`src/rtl/sa_pkg.sv`:
```
package sa_pkg;
    typedef enum logic [1:0] {
        AM_BYTE  = 2'd0,
        AM_WORD  = 2'd1,
        AM_DWORD = 2'd2,
        AM_DWRD2 = 2'd3
    } amode_e;
endpackage

```
`src/rtl/sa_line_counter.sv`:
```
module sa_line_counter #(
    parameter int LINE_W = 10,
    parameter int ROW_W  = 5
) (
    input  logic              clk,
    input  logic              rst_n,
    input  logic              frame_start,
    input  logic              line_end,
    input  logic              dbl_scan,
    input  logic [ROW_W-1:0]  max_scan,
    input  logic [LINE_W-1:0] line_cmp,
    output logic              split_hit,
    output logic              row_done
);
    typedef struct packed {
        logic [LINE_W-1:0] line;
        logic [ROW_W-1:0]  rscan;
        logic              phase;
    } cnt_t;

    cnt_t cnt_d, cnt_q;
    logic [LINE_W-1:0] next_line;

    always_comb begin
        next_line = cnt_q.line + 1'b1;
        split_hit = line_end && (next_line == line_cmp);
        row_done  = line_end && (cnt_q.rscan == max_scan) && (!dbl_scan || cnt_q.phase);
        cnt_d = cnt_q;
        if (frame_start) begin
            cnt_d = '0;
        end else if (line_end) begin
            cnt_d.line = next_line;
            if (split_hit || row_done) begin
                cnt_d.rscan = '0;
                cnt_d.phase = 1'b0;
            end else if (dbl_scan) begin
                cnt_d.phase = ~cnt_q.phase;
                if (cnt_q.phase) cnt_d.rscan = cnt_q.rscan + 1'b1;
            end else begin
                cnt_d.rscan = cnt_q.rscan + 1'b1;
            end
        end
    end

    always_ff @(posedge clk or negedge rst_n) begin
        if (!rst_n) cnt_q <= '0;
        else        cnt_q <= cnt_d;
    end
endmodule

```
`src/rtl/sa_addr_map.sv`:
```
module sa_addr_map
    import sa_pkg::*;
#(
    parameter int ADDR_W = 16
) (
    input  logic [ADDR_W-1:0] log_addr,
    input  logic [1:0]        mode,
    input  logic              wrap_sel,
    input  logic              xor_en,
    output logic [ADDR_W-1:0] phys_addr
);
    localparam int TOP = ADDR_W - 1;

    logic w_bit0, d_bit0, d_bit1;

    always_comb begin
        w_bit0 = wrap_sel ? log_addr[TOP] : log_addr[TOP-2];
        d_bit0 = log_addr[TOP-3] ^ (log_addr[TOP-1] & xor_en);
        d_bit1 = log_addr[TOP-2] ^ (log_addr[TOP] & xor_en);
        case (amode_e'(mode))
            AM_BYTE: phys_addr = log_addr;
            AM_WORD: phys_addr = {log_addr[TOP-1:0], w_bit0};
            default: phys_addr = {log_addr[TOP-2:0], d_bit1, d_bit0};
        endcase
    end
endmodule

```
`src/rtl/split_addr_gen.sv`:
```
module split_addr_gen #(
    parameter int ADDR_W = 16,
    parameter int ROW_W  = 5,
    parameter int CMP_LO = 8
) (
    input  logic              clk,
    input  logic              rst_n,
    input  logic              frame_start,
    input  logic              line_end,
    input  logic              char_adv,
    input  logic [ADDR_W-1:0] start_addr,
    input  logic [ADDR_W-1:0] row_offset,
    input  logic [ROW_W-1:0]  max_scan,
    input  logic              dbl_scan,
    input  logic [CMP_LO-1:0] cmp_lo,
    input  logic              cmp_hi8,
    input  logic              cmp_hi9,
    input  logic [1:0]        mode,
    input  logic              wrap_sel,
    input  logic              xor_en,
    output logic [ADDR_W-1:0] mem_addr
);
    localparam int LINE_W = CMP_LO + 2;

    typedef struct packed {
        logic [ADDR_W-1:0] row_base;
        logic [ADDR_W-1:0] addr;
    } ast_t;

    ast_t st_d, st_q;
    logic [LINE_W-1:0] line_cmp;
    logic [ADDR_W-1:0] addr_q;
    logic [ADDR_W-1:0] next_base;
    logic              split_hit;
    logic              row_done;

    assign line_cmp = {cmp_hi9, cmp_hi8, cmp_lo};
    assign addr_q   = st_q.addr;

    sa_line_counter #(.LINE_W(LINE_W), .ROW_W(ROW_W)) u_lines (
        .clk         (clk),
        .rst_n       (rst_n),
        .frame_start (frame_start),
        .line_end    (line_end),
        .dbl_scan    (dbl_scan),
        .max_scan    (max_scan),
        .line_cmp    (line_cmp),
        .split_hit   (split_hit),
        .row_done    (row_done)
    );

    always_comb begin
        next_base = st_q.row_base + row_offset;
        st_d = st_q;
        if (frame_start) begin
            st_d.row_base = start_addr;
            st_d.addr     = start_addr;
        end else if (line_end) begin
            if (split_hit) begin
                st_d.row_base = '0;
                st_d.addr     = '0;
            end else if (row_done) begin
                st_d.row_base = next_base;
                st_d.addr     = next_base;
            end else begin
                st_d.addr     = st_q.row_base;
            end
        end else if (char_adv) begin
            st_d.addr = st_q.addr + 1'b1;
        end
    end

    always_ff @(posedge clk or negedge rst_n) begin
        if (!rst_n) st_q <= '0;
        else        st_q <= st_d;
    end

    sa_addr_map #(.ADDR_W(ADDR_W)) u_map (
        .log_addr  (st_q.addr),
        .mode      (mode),
        .wrap_sel  (wrap_sel),
        .xor_en    (xor_en),
        .phys_addr (mem_addr)
    );
endmodule

```
`config.mk`:
```
export PLATFORM = sky130hd
export DESIGN_NAME = split_addr_gen
export DESIGN_NICKNAME = d
export VERILOG_FILES = /design/src/rtl/sa_pkg.sv /design/src/rtl/sa_line_counter.sv /design/src/rtl/sa_addr_map.sv /design/src/rtl/split_addr_gen.sv
export SDC_FILE = /design/constraint.sdc
export NUM_CORES = 1
export LEC_CHECK = 0
export ABC_AREA = 1
export BUFFER_PORTS_ARGS = -buffer_cell sky130_fd_sc_hd__buf_4
export CAP_MARGIN = 20
export CORE_MARGIN = 2
export CORE_UTILIZATION = 50
export DETAILED_ROUTE_END_ITERATION = 8
export PLACE_DENSITY = 0.72
export SLEW_MARGIN = 20
export SYNTH_ARGS = -nofsm -noshare
export SYNTH_HDL_FRONTEND = slang
export SYNTH_SLANG_ARGS = --single-unit
```
`constraint.sdc`:
```
create_clock -name clk -period 2.5 [get_ports clk]
set_input_delay 0 -clock clk [delete_from_list [all_inputs] [get_ports clk]]
set_output_delay 0 -clock clk [all_outputs]
set_load 0.01 [all_outputs]
```
==> flow_summary_export.csv <==
group,metric,value,unit
power_and_ir_drop,switching_share,37.6,%
floorplanning,io_pins,73,
critical_path,r2r_start,"st_q[16]",
power_and_ir_drop,power_frac_seq,38.3,%
min_path,hold_path_class,"in -> reg",
routing,drt-total-wl,12.6,mm
global_route,grt_pass1_wl,21.7,mm
critical_path,startpoint_type,"flop",
routing,vias,4720,
sta,whs,0.0278,ns
finish,final_cells,839,
finish,diodes,0,
power_and_ir_drop,switchingPower,947,uW
global_route,first_global_vias,4730,
cts,cts-buffers-inserted,5,
yosys,synthTopCellsByCount,"nand2_1, inv_1, nand3_1",
sta,min_period,2.24,ns
cts,clk_pin_slew,0.09,ns
routing,vias_per_cell,5.63,
flow_run,cap_violations,0,
power_and_ir_drop,p_total,2520,uW
yosys,synth.most_common_cell,"nand2_1",
cts,cts_max_level,2,
sta,setup_viol,0,
yosys,postSynthNetCount,725,
floorplanning,die_area,9340,um2
yosys,synth_seq_cells,48,
power_and_ir_drop,cellLeakagePower,0.00265,uW
sta,period_share,89.7,%
cts,clock_sinks,48,
global_route,track_usage,27.7,%
yosys,netlist_instances,649,
floorplanning,die_h,96.6,um
power_and_ir_drop,pwr-share-clk,22.9,%
routing,dr.pass1.iters,5,
routing,drt-wirelength-per-cell,15.1,um
global_route,antenna_found_initial,0,
routing,drt_iter0_drc,224,
critical_path,worstPathMaxFanout,4,
cts,root_buffer,"clkbuf_8",
global_route,grt_overflow,0,
yosys,synth_top_area_cell,"dfrtp_1",
finish,fin_nets,809,
yosys,avgSynthCellArea,6.61,um2
placement,pre_cts_ws,0.224,ns
status,outcome,"finished clean",
sta,finalSetupTns,0,ns
sta,max_freq,446,MHz
critical_path,crit_type,"reg -> reg",
sta,setup_ws,0.257,ns
routing,postRouteAntennaNets,0,
yosys,synth_top_area_share,28.0,%
yosys,synthFlopType,"dfrtp_1",
yosys,synth_edf_count,0,
finish,area_growth,21.3,%
critical_path,arrival,2.44,ns
power_and_ir_drop,power.internal,1570,uW
critical_path,rr_worst_depth,15,
critical_path,startpoint,"st_q[16]",
global_route,grt_max_degree,49,
min_path,min_from,"start_addr[2]",
cts,clkLatencyLatePin,0.31,ns
yosys,async_flop_share,100,%
cts,cts_buffer_depth,2,
placement,gp_congestion,0.924,
critical_path,rrSetupSlack,0.26,ns
critical_path,cp-end-kind,"flop",
yosys,seq_area_frac_synth,28.0,%
sta,clock_skew,0.0128,ns
yosys,ys_types,43,
floorplanning,core,8260,um2
placement,numPortBuffers,72,
critical_path,crit_path_end,"addr_q[10]",
yosys,synth-warning-count,0,
finish,drive_gt1_share,16.2,%
power_and_ir_drop,power.density,484,nW/um2
sta,relSlewSlack,39.1,%
floorplanning,row_count,33,
power_and_ir_drop,p_comb_share,38.7,%
critical_path,regToRegEndpoint,"addr_q[10]",
placement,dp_cells,815,
sta,final_max_slew_viol_count,0,
sta,worst_pin_slew,0.911,ns
routing,drc,0,
cts,cts_tree,"done",
sta,hold_violations,0,
yosys,netlist_area,4290,um2
placement,dp_hpwl,9.71,mm
sta,rsz0062_at_grt,"no",
floorplanning,initial_core_util,51.9,%
power_and_ir_drop,peakVddDrop,0.000241,V
floorplanning,die_w,96.6,um
yosys,synthTopCellsByArea,"dfrtp_1, nand2_1, nand3_1",
critical_path,required,2.70,ns
## power by group through the flow
stage / logic [uW] / registers, uW / clock network (uW)
after floorplan: 648 / 941 / 0
after global placement: 934 / 977 / 0
after detailed placement: 949 / 979 / 0
after CTS: 974 / 964 / 592
after global routing: 1100 / 980 / 627
final: 976 / 966 / 578
## placed cells by master (no fill, tap or decap), drive strengths merged
master	Yosys	layout
bufinv	0	1
xnor2	7	7
fa	1	1
a22oi	9	9
nand2	214	214
o211ai	11	11
and2	1	1
a21o	3	3
inv	86	86
nor2	48	48
a21oi	22	22
a221oi	2	2
a31oi	2	2
nand4	8	8
buf	4	78
xor2	9	9
nor3	3	3
nand3b	8	8
ha	18	18
dlygate4sd3	0	16
clkinv	0	1
a21boi	1	1
a31o	1	1
o21ai	32	32
or2	3	3
nand3	69	69
o311a	2	2
dfrtp	48	48
o21bai	1	1
o21a	2	2
o221ai	14	14
clkbuf	13	6
o22ai	7	7
## worst max-delay path, cell delays in order (launching register included)
cell and delay, ns:
dfrtp_1 0.39, ha_1 0.21, fa_2 0.36, nand3_1 0.11, nand2_2 0.09, nand2_1 0.07, nand2_1 0.09, nand2_1 0.08
nand2_1 0.05, or2_2 0.26, nand3_1 0.06, o21ai_0 0.09, nand2_1 0.10, nand3_1 0.07, nand2_1 0.06, inv_1 0.04
## flip-flops by register name, indices dropped and copies added (netlist names)
signal,cells
st_q,16
u_lines.cnt_q,16
addr_q,16
## final cells by class
| cell class | count | area [um2] |
|---|---|---|
| inverters | 86 | 323 |
| repair buffers | 94 | 746 |
| fillers | 817 | 3060 |
| clock inverters | 2 | 35.0 |
| multi-input cells | 498 | 2690 |
| well taps | 105 | 131 |
| clock buffers | 6 | 72.6 |
| flip-flops and latches | 48 | 1200 |
## stage by stage
step                utilization (%)  instance area (um2)
floorplan                         -                 4290
global placement               59.7                 4930
detailed placement             59.7                 4930
CTS                            62.9                 5200
global route                   63.0                 5200
finish                         63.0                 5200
## cells by family after synthesis
family / Yosys count / synth area share [%]
compound gates: 109 / 17.1
xor+xnor: 16 / 3.27
fa+ha+maj: 19 / 5.72
buf+inv: 103 / 9.33
flops: 48 / 28.0
simple gates: 354 / 36.6
## metal layers
layer	track usage (%)	part of all wire, %	vias to the layer above
met4	6.61	1.9	0
met3	3.68	4.5	19
met1	34.3	41	2249
met2	50.7	52	123
li1	-	-	2329
met5	0	0	-
## worst min path at each step
stage / end / slack, ns / depth (start not counted)
floorplan: addr_q[0] / -0.30 / 0
global placement: st_q[27] / 0.08 / 1
detailed placement: st_q[28] / 0.08 / 1
CTS: st_q[18] / 0.02 / 3
global route: st_q[18] / 0.01 / 3
finish: st_q[18] / 0.03 / 3
## timing repair
item	in CTS	in global routing
hold buffers	16	0
resized for setup	0	3
endpoints found under the setup margin	0	8
setup buffers	0	0
hold endpoints to repair	63	0
(Power assumes the default switching activity.)
